$ cat src/rtl/iexu_pkg.sv
package iexu_pkg;

  typedef enum logic [4:0] {
    OP_ADD_T = 5'd0,
    OP_ADD_W = 5'd1,
    OP_SUB_T = 5'd2,
    OP_SUB_W = 5'd3,
    OP_AND   = 5'd4,
    OP_OR    = 5'd5,
    OP_XOR   = 5'd6,
    OP_NOR   = 5'd7,
    OP_SLL_K = 5'd8,
    OP_SRL_K = 5'd9,
    OP_SRA_K = 5'd10,
    OP_SLL_V = 5'd11,
    OP_SRL_V = 5'd12,
    OP_SRA_V = 5'd13,
    OP_SLT_S = 5'd14,
    OP_SLT_U = 5'd15,
    OP_LUI   = 5'd16
  } iexu_op_e;

  typedef enum logic [1:0] {
    SH_LEFT  = 2'd0,
    SH_RLOG  = 2'd1,
    SH_RARI  = 2'd2
  } iexu_shift_e;

  typedef enum logic [1:0] {
    LG_AND = 2'd0,
    LG_OR  = 2'd1,
    LG_XOR = 2'd2,
    LG_NOR = 2'd3
  } iexu_logic_e;

endpackage

$ cat src/rtl/iexu_addsub.sv
module iexu_addsub #(
  parameter int WIDTH = 32
) (
  input  logic [WIDTH-1:0] a_i,
  input  logic [WIDTH-1:0] b_i,
  input  logic             sub_i,
  output logic [WIDTH-1:0] sum_o,
  output logic             ovf_o,
  output logic             lt_s_o,
  output logic             lt_u_o
);

  logic [WIDTH-1:0] b_eff;
  logic [WIDTH:0]   full;

  always_comb begin
    b_eff = sub_i ? ~b_i : b_i;
    full  = {1'b0, a_i} + {1'b0, b_eff} + {{WIDTH{1'b0}}, sub_i};
  end

  assign sum_o  = full[WIDTH-1:0];
  // same-sign inputs into the adder with a flipped result sign
  assign ovf_o  = (a_i[WIDTH-1] == b_eff[WIDTH-1]) &&
                  (full[WIDTH-1] != a_i[WIDTH-1]);
  // valid only with sub_i high: no carry out means a borrow
  assign lt_u_o = ~full[WIDTH];
  assign lt_s_o = full[WIDTH-1] ^ ovf_o;

endmodule

$ cat src/rtl/iexu_logic.sv
module iexu_logic
  import iexu_pkg::*;
#(
  parameter int WIDTH = 32
) (
  input  logic [WIDTH-1:0] a_i,
  input  logic [WIDTH-1:0] b_i,
  input  iexu_logic_e      fn_i,
  output logic [WIDTH-1:0] y_o
);

  always_comb begin
    unique case (fn_i)
      LG_AND:  y_o = a_i & b_i;
      LG_OR:   y_o = a_i | b_i;
      LG_XOR:  y_o = a_i ^ b_i;
      default: y_o = ~(a_i | b_i);
    endcase
  end

endmodule

$ cat src/rtl/iexu_shift.sv
module iexu_shift
  import iexu_pkg::*;
#(
  parameter int WIDTH   = 32,
  parameter int SHAMT_W = $clog2(WIDTH)
) (
  input  logic [WIDTH-1:0]   d_i,
  input  logic [SHAMT_W-1:0] amt_i,
  input  iexu_shift_e        kind_i,
  output logic [WIDTH-1:0]   y_o
);

  logic [WIDTH-1:0] stage [SHAMT_W+1];
  logic             fill;

  assign fill     = (kind_i == SH_RARI) ? d_i[WIDTH-1] : 1'b0;
  assign stage[0] = d_i;

  // log-depth barrel: stage k moves the data by 2**k when amt bit k is set
  for (genvar k = 0; k < SHAMT_W; k++) begin : g_stage
    localparam int STEP = 1 << k;
    logic [WIDTH-1:0] moved;
    always_comb begin
      if (kind_i == SH_LEFT)
        moved = {stage[k][WIDTH-1-STEP:0], {STEP{1'b0}}};
      else
        moved = {{STEP{fill}}, stage[k][WIDTH-1:STEP]};
    end
    assign stage[k+1] = amt_i[k] ? moved : stage[k];
  end

  assign y_o = stage[SHAMT_W];

endmodule

$ cat src/rtl/int_exec_unit.sv
module int_exec_unit
  import iexu_pkg::*;
#(
  parameter int WIDTH   = 32,
  parameter int SHAMT_W = $clog2(WIDTH)
) (
  input  logic               clk,
  input  logic               rst,
  input  logic [4:0]         op_i,
  input  logic [WIDTH-1:0]   a_i,
  input  logic [WIDTH-1:0]   b_i,
  input  logic [SHAMT_W-1:0] shamt_i,
  output logic [WIDTH-1:0]   result_o,
  output logic               zero_o,
  output logic               ovf_o
);

  localparam int HALF = WIDTH / 2;

  iexu_op_e         op;
  logic             use_sub;
  logic [WIDTH-1:0] as_sum;
  logic             as_ovf, as_lt_s, as_lt_u;
  logic [WIDTH-1:0] lg_y;
  iexu_logic_e      lg_fn;
  logic [WIDTH-1:0] sh_y;
  logic [SHAMT_W-1:0] sh_amt;
  iexu_shift_e      sh_kind;
  logic [WIDTH-1:0] nxt_res;
  logic             nxt_ovf;

  assign op = iexu_op_e'(op_i);

  always_comb begin
    use_sub = (op == OP_SUB_T) || (op == OP_SUB_W) ||
              (op == OP_SLT_S) || (op == OP_SLT_U);
    lg_fn   = iexu_logic_e'(op_i[1:0]);
    sh_amt  = ((op == OP_SLL_V) || (op == OP_SRL_V) || (op == OP_SRA_V))
              ? b_i[SHAMT_W-1:0] : shamt_i;
    unique case (op)
      OP_SRL_K, OP_SRL_V: sh_kind = SH_RLOG;
      OP_SRA_K, OP_SRA_V: sh_kind = SH_RARI;
      default:            sh_kind = SH_LEFT;
    endcase
  end

  iexu_addsub #(.WIDTH(WIDTH)) u_addsub (
    .a_i    (a_i),
    .b_i    (b_i),
    .sub_i  (use_sub),
    .sum_o  (as_sum),
    .ovf_o  (as_ovf),
    .lt_s_o (as_lt_s),
    .lt_u_o (as_lt_u)
  );

  iexu_logic #(.WIDTH(WIDTH)) u_logic (
    .a_i  (a_i),
    .b_i  (b_i),
    .fn_i (lg_fn),
    .y_o  (lg_y)
  );

  iexu_shift #(.WIDTH(WIDTH), .SHAMT_W(SHAMT_W)) u_shift (
    .d_i    (a_i),
    .amt_i  (sh_amt),
    .kind_i (sh_kind),
    .y_o    (sh_y)
  );

  always_comb begin
    nxt_res = '0;
    nxt_ovf = 1'b0;
    case (op)
      OP_ADD_T, OP_SUB_T: begin
        nxt_res = as_sum;
        nxt_ovf = as_ovf;
      end
      OP_ADD_W, OP_SUB_W:           nxt_res = as_sum;
      OP_AND, OP_OR, OP_XOR, OP_NOR: nxt_res = lg_y;
      OP_SLL_K, OP_SRL_K, OP_SRA_K,
      OP_SLL_V, OP_SRL_V, OP_SRA_V:  nxt_res = sh_y;
      OP_SLT_S: nxt_res = {{(WIDTH-1){1'b0}}, as_lt_s};
      OP_SLT_U: nxt_res = {{(WIDTH-1){1'b0}}, as_lt_u};
      OP_LUI:   nxt_res = {b_i[HALF-1:0], {HALF{1'b0}}};
      default: begin
        nxt_res = '0;
        nxt_ovf = 1'b0;
      end
    endcase
  end

  always_ff @(posedge clk) begin
    if (rst) begin
      result_o <= '0;
      zero_o   <= 1'b1;
      ovf_o    <= 1'b0;
    end else begin
      result_o <= nxt_res;
      zero_o   <= (nxt_res == '0);
      ovf_o    <= nxt_ovf;
    end
  end

endmodule

$ cat config.mk
export PLATFORM = sky130hd
export DESIGN_NAME = int_exec_unit
export DESIGN_NICKNAME = d
export VERILOG_FILES = /design/src/rtl/iexu_pkg.sv /design/src/rtl/iexu_addsub.sv /design/src/rtl/iexu_logic.sv /design/src/rtl/iexu_shift.sv /design/src/rtl/int_exec_unit.sv
export SDC_FILE = /design/constraint.sdc
export NUM_CORES = 1
export LEC_CHECK = 0
export BUFFER_PORTS_ARGS = -buffer_cell sky130_fd_sc_hd__buf_2
export CORE_ASPECT_RATIO = 1.2
export CORE_UTILIZATION = 40
export DETAILED_ROUTE_END_ITERATION = 8
export PLACE_DENSITY = 0.62
export SYNTH_ARGS = -nofsm -noshare
export SYNTH_HDL_FRONTEND = slang
export SYNTH_SLANG_ARGS = --single-unit
$ cat constraint.sdc
create_clock -name clk -period 6.5 [get_ports clk]
set_clock_uncertainty 0.05 [all_clocks]
set_input_delay 1.3 -clock clk [delete_from_list [all_inputs] [get_ports clk]]
set_output_delay 1.3 -clock clk [all_outputs]
set_load 0.01 [all_outputs]
Word-level counts from Yosys, hierarchy flattened --
Cells that the tools add are included.
Storage, ports and cells: bits in registers 34, logic and storage cells 67, input bits 76, output and inout port bits 34
Cells by class: equality and inequality tests 21, add/sub/neg operators 2, reduce and logical (&&, ||, !) cells 17, bitwise logic cells 8, mux-type cells 16
Operators with widths (number):
- $mux 32 | 11
- $pmux 32 s6 | 1
- $pmux 32 s3 | 1
- $not 32->32 | 2
- $eq 5x4->1 const B | 8
- $add 32x32->33 | 1
- $add 33x1->33 | 1
- $and 32x32->32 | 1
- $logic_not 32->1 | 1
- $or 32x32->32 | 1
- $xor 32x32->32 | 1
- $eq 5x3->1 const B | 4
- $eq 5x2->1 const B | 2
- $reduce_or 2->1 | 4
- $reduce_or 4->1 | 2
- $reduce_or 6->1 | 1
- $eq 5x1->1 const B | 1
- $eq 5x5->1 const B | 1
- $logic_not 5->1 | 1
- $logic_or 1x1->1 | 5
- $mux 5 | 1
- $eq 2x2->1 const B | 2
- $logic_not 2->1 | 2
- $pmux 2 s2 | 1
- 7 further kinds | 8

Depth between registers and ports, before layout --
Gate-level depths: netlist of run 1.
depth in word-level cells 17, gate-level depth with buffers 21, gate-level depth less buffers 17

By module --
Synthesis of run 1 repeated with hierarchy kept, for this count alone.
Unflattened totals: cells, all modules 1531, area total of the unflattened synthesis 11033.1 um2
Modules (own cells, without submodules):
- iexu_shift | area each 4715.8 um2, instances 1, sequential area each 0.0 um2, cells an instance 713
- iexu_logic | area each 2242.2 um2, instances 1, sequential area each 0.0 um2, cells an instance 306
- iexu_addsub | area each 2084.5 um2, instances 1, sequential area each 0.0 um2, cells an instance 278
- int_exec_unit | area each 1990.7 um2, instances 1, sequential area each 680.7 um2, cells an instance 234

Worst setup path before layout of run 1 --
No wires, ideal clock.
path type in2reg, start input op_i[1], end register zero_o, setup time 60 ps, data required time 6390 ps, setup slack 394 ps, stages 19, arrival 5995 ps, cells stage by stage buf_6 > clkbuf_1 > clkbuf_1 > buf_1 > nand3b_1 > buf_1 > xnor2_1 > ha_1 > and2_1 > a221o_1 > a221oi_1 > a21boi_0 > a2111oi_0 > o31a_1 > o31ai_1 > a211oi_1 > nand3_1 > nor4_1 > a41o_1
On the way: word-level cells in the longest chain between the ends 17, elaborated cells between the ends (all ways) 56, classes of those cells 2 x add/sub; 21 x eq/ne; 16 x mux; 2 x bitwise; 15 x reduce/logical
RTL lines:
- start, declared | RTL line int_exec_unit.sv:9 | input logic [4:0] op_i,
- parallel branches: the longest is 15 deep, another holds $add 32x32->33
- $pmux 32 s6 * | RTL line int_exec_unit.sv:74 | case (op)
- $logic_not 32->1 * | RTL line int_exec_unit.sv:100 | zero_o <= (nxt_res == '0);
- end signal, assigned | RTL line int_exec_unit.sv:100
- end, declared | RTL line int_exec_unit.sv:14 | output logic zero_o,
Every way passes the cells marked *. A chain may end at the register's enable or synchronous reset.

Worst setup path in the final report of run 1 --
start input op_i[3], end register zero_o
Same word-level chain as after synthesis.

==> metrics.txt, run 1 <==
Mapped Avg Cell Area=just under 7 µm²; Top FF cell, synth=dfxtp_1; DRT antenna net count=0; Combinational Power Share=0.751; grt ovf=0; Hold Fails Final Rpt=0; outcome=finished, violations left; # resized after CTS=0; total I/O pin count=110; asr flop ratio synth=0; RePlAce Congestion=1.04; failing checks=capacitance limit; Min Hold Slack=between 1000 and 1500 ps; Core Footprint=~26000 µm²; Setup-failing EPs final=0; Die ar.=~27000 µm²; net switching share of the total power=0.545; worst slew pin tran=about 1400 ps; fin. max-slew vios=0; Critical Path AT=between 6000 and 7000 ps; Worst-path clk slew=50 ps; first-pass GRT wire length=94300 µm; Starting Density=0.408; 1st-iter DRT viols=a little over 2000; Pint=between 800 and 900 µW; critical path class=input port to flip-flop; Final nets=1848; hold buffers post-CTS=0; drt wl/cell=approximately 33 µm; clock power share=0.125; initial antenna violation count=0; Synth area leader=ha_1; crit path launch type=input port; WL final=66100 µm; PwrDens=150 nW/µm²; CTS Sinks=34; share of cells above drive strength 1=0.162; Syn-to-layout area delta=14.7%; Final period util=0.949; Post-synth top cells=138 x nor2_1, 129 x a21oi_1, 114 x nand2_1; storage element area=681 µm²; All-Layer GR Usage=0.477; PortBufs=109; CP max FO=32; vias in the first global route=roughly 13000; sequential share of the synthesized area=0.0635; Pleak=about 0.0054 µW; Synth Instances=around 1600; max-cap viol count=1; largest net degree at the start of global routing=64; maximum VDD drop=around 0.00009 V; net switching power=1000 µW; post-CTS repair timing setup buffer count=0; first-pass iteration count of the detailed router=6; die span in x=approximately 150 µm; die height=181 µm; number of buffers created by CTS=5; synthesis-stage register bit count=34; RSZ-0062 raised after global routing=false; min Tclk post-route=6170 ps; CTS tree=built; row count=65; H-tree depth=2; Fmax=about 160 MHz; Mapped Nets=between 1500 and 2000; sequential share of power=0.124; Yosys warning count=0; Post-synth EDFFs=0; total negative slack=0 ps; Multi-input gate area=approximately 9200 µm²; Crit path required time=6670 ps; clock root buffer=clkbuf_16; Max-slew headroom=0.0239; Synth area leaders=ha_1 11%, mux2i_1 10%, dfxtp_1 6.4%; hold path cells=2; Avg Vias per Cell=approximately 7.1; Synth Cell Area=10700 µm²; most common cell in the netlist=nor2_1; post-DP HPWL=roughly 53000 µm; post-synth top area share=0.113; DR DRC count=0; vias=about 14000; Antenna diodes=0; maximum clock path buffer count=2; Hold WC Path Type=input port to flip-flop; fill count=roughly 2800; CP endpoint kind=flip-flop; Yosys cell types=just over 90
power groups by stage:
stage                     Combinational (µW)  Sequential (µW)  Clock, µW
final                                   1380              228        230
after global routing                    1440              230        243
after CTS                               1310              228        234
after detailed placement                1300              233          0
after global placement                  1310              232          0
after floorplan                          756              242          0
metal layers:
layer,share of wire,up-vias,wire (µm),global-route usage
li1,-,6152,-,-
met1,0.38,6887,25300,0.611
met2,0.43,1052,28400,0.713
met3,0.12,233,7610,0.115
met4,0.073,0,4850,0.287
met5,0,-,0,0
critical path, cell delays in order:
cell	delay [ps]
buf_2	220
xnor2_1	180
nand3b_1	160
buf_12	220
xnor2_1	160
ha_1	340
and2_1	210
a221o_1	350
a221oi_1	380
a21boi_0	160
buf_4	190
a2111oi_0	750
o31a_1	330
xnor2_1	90
a221oi_1	680
nand4b_1	160
nor4_1	240
a41o_1	200
layout by cell type, fill, tap and decap left out, drive strengths merged, types with 23 or more instances in the layout:
cell,n
inv,106
buf,220
mux2i,109
nand2,114
nor3,33
dfxtp,34
a31oi,50
a211oi,47
and2,23
nor2,138
nand3,45
a21oi,132
ha,97
o21ai,92
nand4,31
xnor2,51
o31ai,26
cells by family (layout without fill, tap and decap cells):
logic type                 after synthesis  count (layout)  share of synthesized area
and+or+nand+nor                        463             463                      0.211
xor gates and xnor gates                55              55                     0.0450
buffers and inverters                  221             334                     0.0836
adders and majority gates               98              98                      0.115
muxes                                  117             117                      0.113
DFF                                     34              34                     0.0635
AOI/OAI and AO/OA                      574             574                      0.368
area by class of cell:
| class | count | area share |
|---|---|---|
| Multi-Input combinational cell | 1307 | 0.748 |
| Inverter | 106 | 0.0324 |
| Tap cell | 335 | 0.0341 |
| Clock inverter | 2 | 0.00102 |
| Sequential cell | 34 | 0.0554 |
| Timing Repair Buffer | 220 | 0.118 |
| Clock buffer | 6 | 0.0113 |
through the flow:
stage               utilization  cells  area [µm²]  setup WS, ps  power [µW]
floorplan                     -   1562       10700           394         998
global placement          0.462   2002       12100           495        1540
detailed placement        0.462   2002       12100           323        1530
CTS                       0.468   2010       12300           603        1770
global route              0.468   2010       12300           209        1910
finish                    0.468   2010       12300           330        1840
path summary, 6_finish.rpt:
check / startpoint / to / slack [ps]
hold / removal: rst / result_o[6]$_SDFF_PP0_ / 1350
setup / recovery: op_i[3] / zero_o$_SDFF_PP1_ / 330
registers in the layout, indices dropped and copies added, names as in the netlist:
register  flops
result_o     32
ovf_o         1
zero_o        1
(Power assumes the default switching activity.)
==> run 2: changes to the inputs <==
--- a/config.mk
+++ b/config.mk
@@ -7,2 +7,3 @@
 export LEC_CHECK = 0
+export ABC_AREA = 1
 export BUFFER_PORTS_ARGS = -buffer_cell sky130_fd_sc_hd__buf_2
@@ -11,3 +12,4 @@
 export DETAILED_ROUTE_END_ITERATION = 8
-export PLACE_DENSITY = 0.62
+export PLACE_DENSITY = 0.63
+export RECOVER_POWER = 100
 export SYNTH_ARGS = -nofsm -noshare
--- a/constraint.sdc
+++ b/constraint.sdc
@@ -4,2 +4,2 @@
 set_output_delay 1.3 -clock clk [all_outputs]
-set_load 0.01 [all_outputs]
+set_load 0.005 [all_outputs]
==> run 2 against run 1 <==
The flow finishes with violations (DRC); utilization down 2.0 points; area after synthesis down 16%; cell area down 20%; critical path depth up 6; sequential cell count unchanged; first-iteration DRC count down 45%; die area down 16%; hold slack worse by 5.1 ps; sequential share of layout area up 1.4 points; via count down 19%; critical path type unchanged.
==> metrics.txt, run 2 <==
first-pass GRT wire length=60000 µm; row count=59; critical path's largest stage delay=1000 ps; maximum VDD drop=between 0.00009 and 0.0001 V; Post-synth top cells=662 x nand2_1, 184 x nand3_1, 155 x inv_1; largest net degree at the start of global routing=39; Top FF cell, synth=dfxtp_1; initial antenna violation count=1; Pint=661 µW; Critical Path AT=slightly below 6000 ps; sequential share of power=0.164; grt ovf=0; share of cells above drive strength 1=0.0940; H-tree depth=2; DRT antenna net count=0; total negative slack=0 ps; Final nets=1907; Pleak=between 0.005 and 0.006 µW; die span in x=approximately 140 µm; synthesis-stage register bit count=34; maximum clock path buffer count=2; failing checks=DRC; Core Footprint=around 22000 µm²; most common cell after layout, fill and taps aside=nand2_1; total I/O pin count=110; Largest register FFs=32; Setup-failing EPs final=0; hold path cells=4; Fmax=roughly 180 MHz; RSZ-0062 raised after global routing=false; PwrDens=roughly 140 nW/µm²; Biggest register=result_o; # resized after CTS=0; post-DP HPWL=31800 µm; Hold Fails Final Rpt=0; max-cap viol count=0; RePlAce Congestion=1.09; asr flop ratio synth=0; number of buffers created by CTS=5; worst slew pin tran=1400 ps; worst setup path startpoint=op_i[1]; All-Layer GR Usage=0.336; Synth area leaders=nand2_1 28%, ha_1 14%, nand3_1 10%; final core occ=0.448; top flop regs=result_o (32), ovf_o (1), zero_o (1); worst hold endpoint=ovf_o$_SDFF_PP0_; sequential share of the synthesized area=0.0760; post-CTS repair timing setup buffer count=0; crit path cell chain=buf_2 -> nand2_1 -> inv_1 -> nand3_2 -> nand2_2 -> nand2_1 -> buf_4 -> nand2_2 -> nand2_1 -> nand2_1 -> nand2_1 -> nand3_1 -> nand2_1 -> nand2_1 -> nand2_1 -> nand2_1 -> nand2_1 -> o21ai_0 -> inv_1 -> a21oi_1 -> nand3_1 -> nor2_1 -> nand2_1 -> o21bai_2; Synth area leader=nand2_1; net switching power=approximately 730 µW; Die ar.=approximately 23000 µm²; Antenna diodes=0; Synth Instances=around 1700; first-pass iteration count of the detailed router=8; Starting Density=0.410; WL final=approximately 40000 µm; vias=~12000; DR DRC count=6; drt wl/cell=~20 µm; most common cell in the netlist=nand2_1; Yosys warning count=0; net switching share of the total power=0.525; min Tclk post-route=approximately 5700 ps; slowest CP cell=inv_1; crit path launch type=input port; Inst Count DP=2000; hold buffers post-CTS=0; Combinational Power Share=0.659; Synth Cell Area=8960 µm²; Mapped Avg Cell Area=5.36 µm²; Mapped Nets=roughly 1800; CTS tree=built; Avg Vias per Cell=between 5 and 6; post-synth top area share=0.277; Yosys cell types=47; commonest cells after routing, fill and taps aside=662 x nand2_1, 184 x nand3_1, 156 x inv_1; dpl cell area=between 9000 and 10000 µm²; fin. max-slew vios=0; Max-slew headroom=0.0657; Pwr Total=1390 µW; Syn-to-layout area delta=9.33%; CP max FO=37; clock root buffer=clkbuf_16; CTS Sinks=34; hold wc startpoint=op_i[0]; vias in the first global route=between 10000 and 15000; design area=9790 µm²; Final period util=0.877; PortBufs=around 110; Hold WC Path Type=input port to flip-flop; clock power share=0.177; Worst-path clk slew=~70 ps; 1st-iter DRT viols=around 1100; Post-synth EDFFs=0; Post-Layout Cell Count=about 2000; critical path class=input port to flip-flop; crit-path most repeated cell=nand2_1; CP endpoint kind=flip-flop; Crit path required time=around 6700 ps; outcome=finished, violations left; die height=about 170 µm
-- run 2: cell count changes after synthesis, sizes merged, moves of 42 or more --
cell	delta
a31oi	-42
mux2i	-109
inv	+54
xnor2	-50
nand3	+143
a211oi	-46
nand2	+555
nor2	-43
-- run 2: stage by stage --
stage	setup slack (ps)	hold slack (ps)
6_report	800	1350
3_5_place_dp	811	1620
5_1_grt	538	1370
2_1_floorplan	2060	1420
3_3_place_gp	749	1630
4_1_cts	1090	1350
-- run 2: logic make-up (layout without fill, tap and decap cells) --
family,Yosys count,in the layout,synth area share
adders and majority gates,98,98,0.138
buffers and inverters,239,303,0.112
and+or+nand+nor,1001,1001,0.467
AOI/OAI and AO/OA,261,261,0.171
xor gates and xnor gates,37,37,0.0362
DFF,34,34,0.0760
-- run 2: layout make-up --
cell class                      count  area [µm²]
Timing Repair Buffer              134         722
Clock inverter                      2        12.5
Clock buffer                        6         139
Tap cell                          274         343
Multi-Input combinational cell   1397        7290
Sequential cell                    34         681
Inverter                          161         604
Fill cell                        2532       12100
-- run 2: worst max path at each step --
stage                   endpoint  slack (ps)  cells past startpoint
2_1_floorplan  zero_o$_SDFF_PP1_        2060                     25
3_3_place_gp   zero_o$_SDFF_PP1_         750                     21
3_5_place_dp   zero_o$_SDFF_PP1_         810                     21
4_1_cts        zero_o$_SDFF_PP1_        1090                     21
5_1_grt        zero_o$_SDFF_PP1_         540                     24
6_report       zero_o$_SDFF_PP1_         800                     24
-- run 2: per-layer routing --
| layer | global-route usage | share of wire | vias up |
|---|---|---|---|
| met3 | 0.0311 | 0.066 | 135 |
| met1 | 0.399 | 0.39 | 5302 |
| met2 | 0.581 | 0.47 | 555 |
| li1 | - | - | 5612 |
| met4 | 0.212 | 0.069 | 2 |
| met5 | 0 | 0.00033 | - |
-- run 2: critical path, delay by kind of cell --
kind            cells  cell delay (ps)
buf+inv             4             1450
simple gates       17             2510
compound gates      3              620
-- run 2: power by group through the flow --
stage               Clock, µW  Combinational [µW]  Sequential, µW
floorplan                   0                 611             234
global placement            0                 890             233
finish                    246                 918             228
global route              256                1010             230
detailed placement          0                 893             233
CTS                       246                 897             228
==> run 3: changes to the inputs <==
Settings changed: ABC_AREA 1 to not set, PLACE_DENSITY 0.63 to 0.62, RECOVER_POWER 100 to 50.
==> run 3 against run 2 <==
The run ends with capacitance limit, slew limit left; clock power fell by 7%; total power rose by 32%; first-iteration DRC count is 86% higher; clock-buffer cell count stayed put; critical path depth decreased by 6; combinational power increased by 49%; cell area up 25%; maximum frequency down 8.1%; setup slack worse by 500 ps; die area grew 19%.
==> metrics.txt, run 3 (same netlist as run 1, synthesis figures left out) <==
drt wl/cell=32.9 µm; Max-slew headroom=-0.0295; clock power share=0.125; Worst-path clk slew=~50 ps; final core occ=0.467; number of buffers created by CTS=5; grt ovf=0; Critical Path AT=~6400 ps; Die ar.=roughly 27000 µm²; Syn-to-layout area delta=14.4%; die span in x=between 150 and 200 µm; commonest cells after routing, fill and taps aside=138 x nor2_1, 128 x a21oi_1, 114 x nand2_1; Antenna diodes=0; initial antenna violation count=0; Core Footprint=~26000 µm²; worst slew pin tran=approximately 1500 ps; maximum VDD drop=about 0.000092 V; total I/O pin count=110; CTS tree=built; Starting Density=0.408; 1st-iter DRT viols=around 2100; met2 Use GR=0.713; Largest register FFs=32; first-pass iteration count of the detailed router=7; post-CTS repair timing setup buffer count=0; All-Layer GR Usage=0.477; Fmax=between 150 and 200 MHz; maximum clock path buffer count=2; WL final=about 66000 µm; # resized after CTS=0; Hold WC Path Type=input port to flip-flop; failing checks=capacitance limit, slew limit; Hold Fails Final Rpt=0; min Tclk post-route=6200 ps; met1 global-route usage=0.611; Crit path required time=6670 ps; net switching power=about 1000 µW; CTS Sinks=34; share of cells above drive strength 1=0.147; H-tree depth=2; top flop regs=result_o (32), ovf_o (1), zero_o (1); RePlAce Congestion=roughly 1.0; DRT antenna net count=0; DR DRC count=0; max-cap viol count=1; outcome=finished, violations left; total negative slack=0 ps; clock root buffer=clkbuf_16; first-pass GRT wire length=roughly 94000 µm; GR peak layer=met2; die height=181 µm; largest net degree at the start of global routing=64; critical path class=input port to flip-flop; sequential share of power=0.125; crit path launch type=input port; fill count=between 2000 and 3000; CP endpoint kind=flip-flop; Pleak=roughly 0.0053 µW; post-DP HPWL=between 50000 and 60000 µm; Pint=between 800 and 900 µW; Setup-failing EPs final=0; PwrDens=approximately 150 nW/µm²; GR Util met3=0.115; CP max FO=32; Combinational Power Share=0.750; Final period util=0.954; fin. max-slew vios=4; most common cell after layout, fill and taps aside=nor2_1; RSZ-0062 raised after global routing=false; Biggest register=result_o; row count=65; PortBufs=around 110; hold buffers post-CTS=0; vias in the first global route=around 13000; Final nets=1848; vias=about 14000; net switching share of the total power=0.545; Avg Vias per Cell=just over 7
run 3: final timing paths:
| path | to | depth (start not counted) | slack, ps | startpoint |
|---|---|---|---|---|
| hold / removal | result_o[6]$_SDFF_PP0_ | 2 | 1360 | rst |
| setup / recovery | zero_o$_SDFF_PP1_ | 18 | 300 | op_i[3] |
run 3: power groups by stage:
stage	Clock [µW]	Sequential (µW)	Combinational, µW
detailed placement	0	233	1290
CTS	234	228	1300
finish	230	229	1370
global placement	0	232	1300
global route	243	231	1430
floorplan	0	235	756
run 3: routing by layer:
layer	vias up	wire length, µm	part of all wire
li1	6144	-	-
met1	6835	25100	0.38
met2	1117	28200	0.43
met3	269	7670	0.12
met4	0	5170	0.078
met5	-	0	0
run 3: cell type report:
| cell class | count | area [µm²] | area share |
|---|---|---|---|
| inverter | 106 | 398 | 0.0325 |
| timing repair buffer | 220 | 1410 | 0.115 |
| multi-input combinational | 1307 | 9200 | 0.750 |
| clock inverter | 2 | 12.5 | 0.00102 |
| sequential | 34 | 681 | 0.0555 |
| tap | 335 | 419 | 0.0342 |
| clock buffer | 6 | 139 | 0.0113 |
run 3: through the flow:
step                hold WS [ps]  instance area (µm²)  setup slack [ps]  instances  power (µW)
floorplan                   1490                10700               394       1562         991
global placement            1620                12100               495       2002        1530
detailed placement          1620                12100               323       2002        1530
CTS                         1350                12300               603       2010        1760
global route                1360                12300               209       2010        1900
finish                      1360                12300               300       2010        1830
run 3: critical path, cell delays in order:
cell and delay, ps:
buf_2 210, xnor2_1 180, nand3b_1 160, buf_12 220
xnor2_1 160, ha_1 340, and2_1 210, a221o_1 350
a221oi_1 370, a21boi_0 160, buf_4 190, a2111oi_0 740
o31a_1 340, xnor2_1 90, a221oi_1 730, nand4b_1 170
nor4_1 240, a41o_1 200
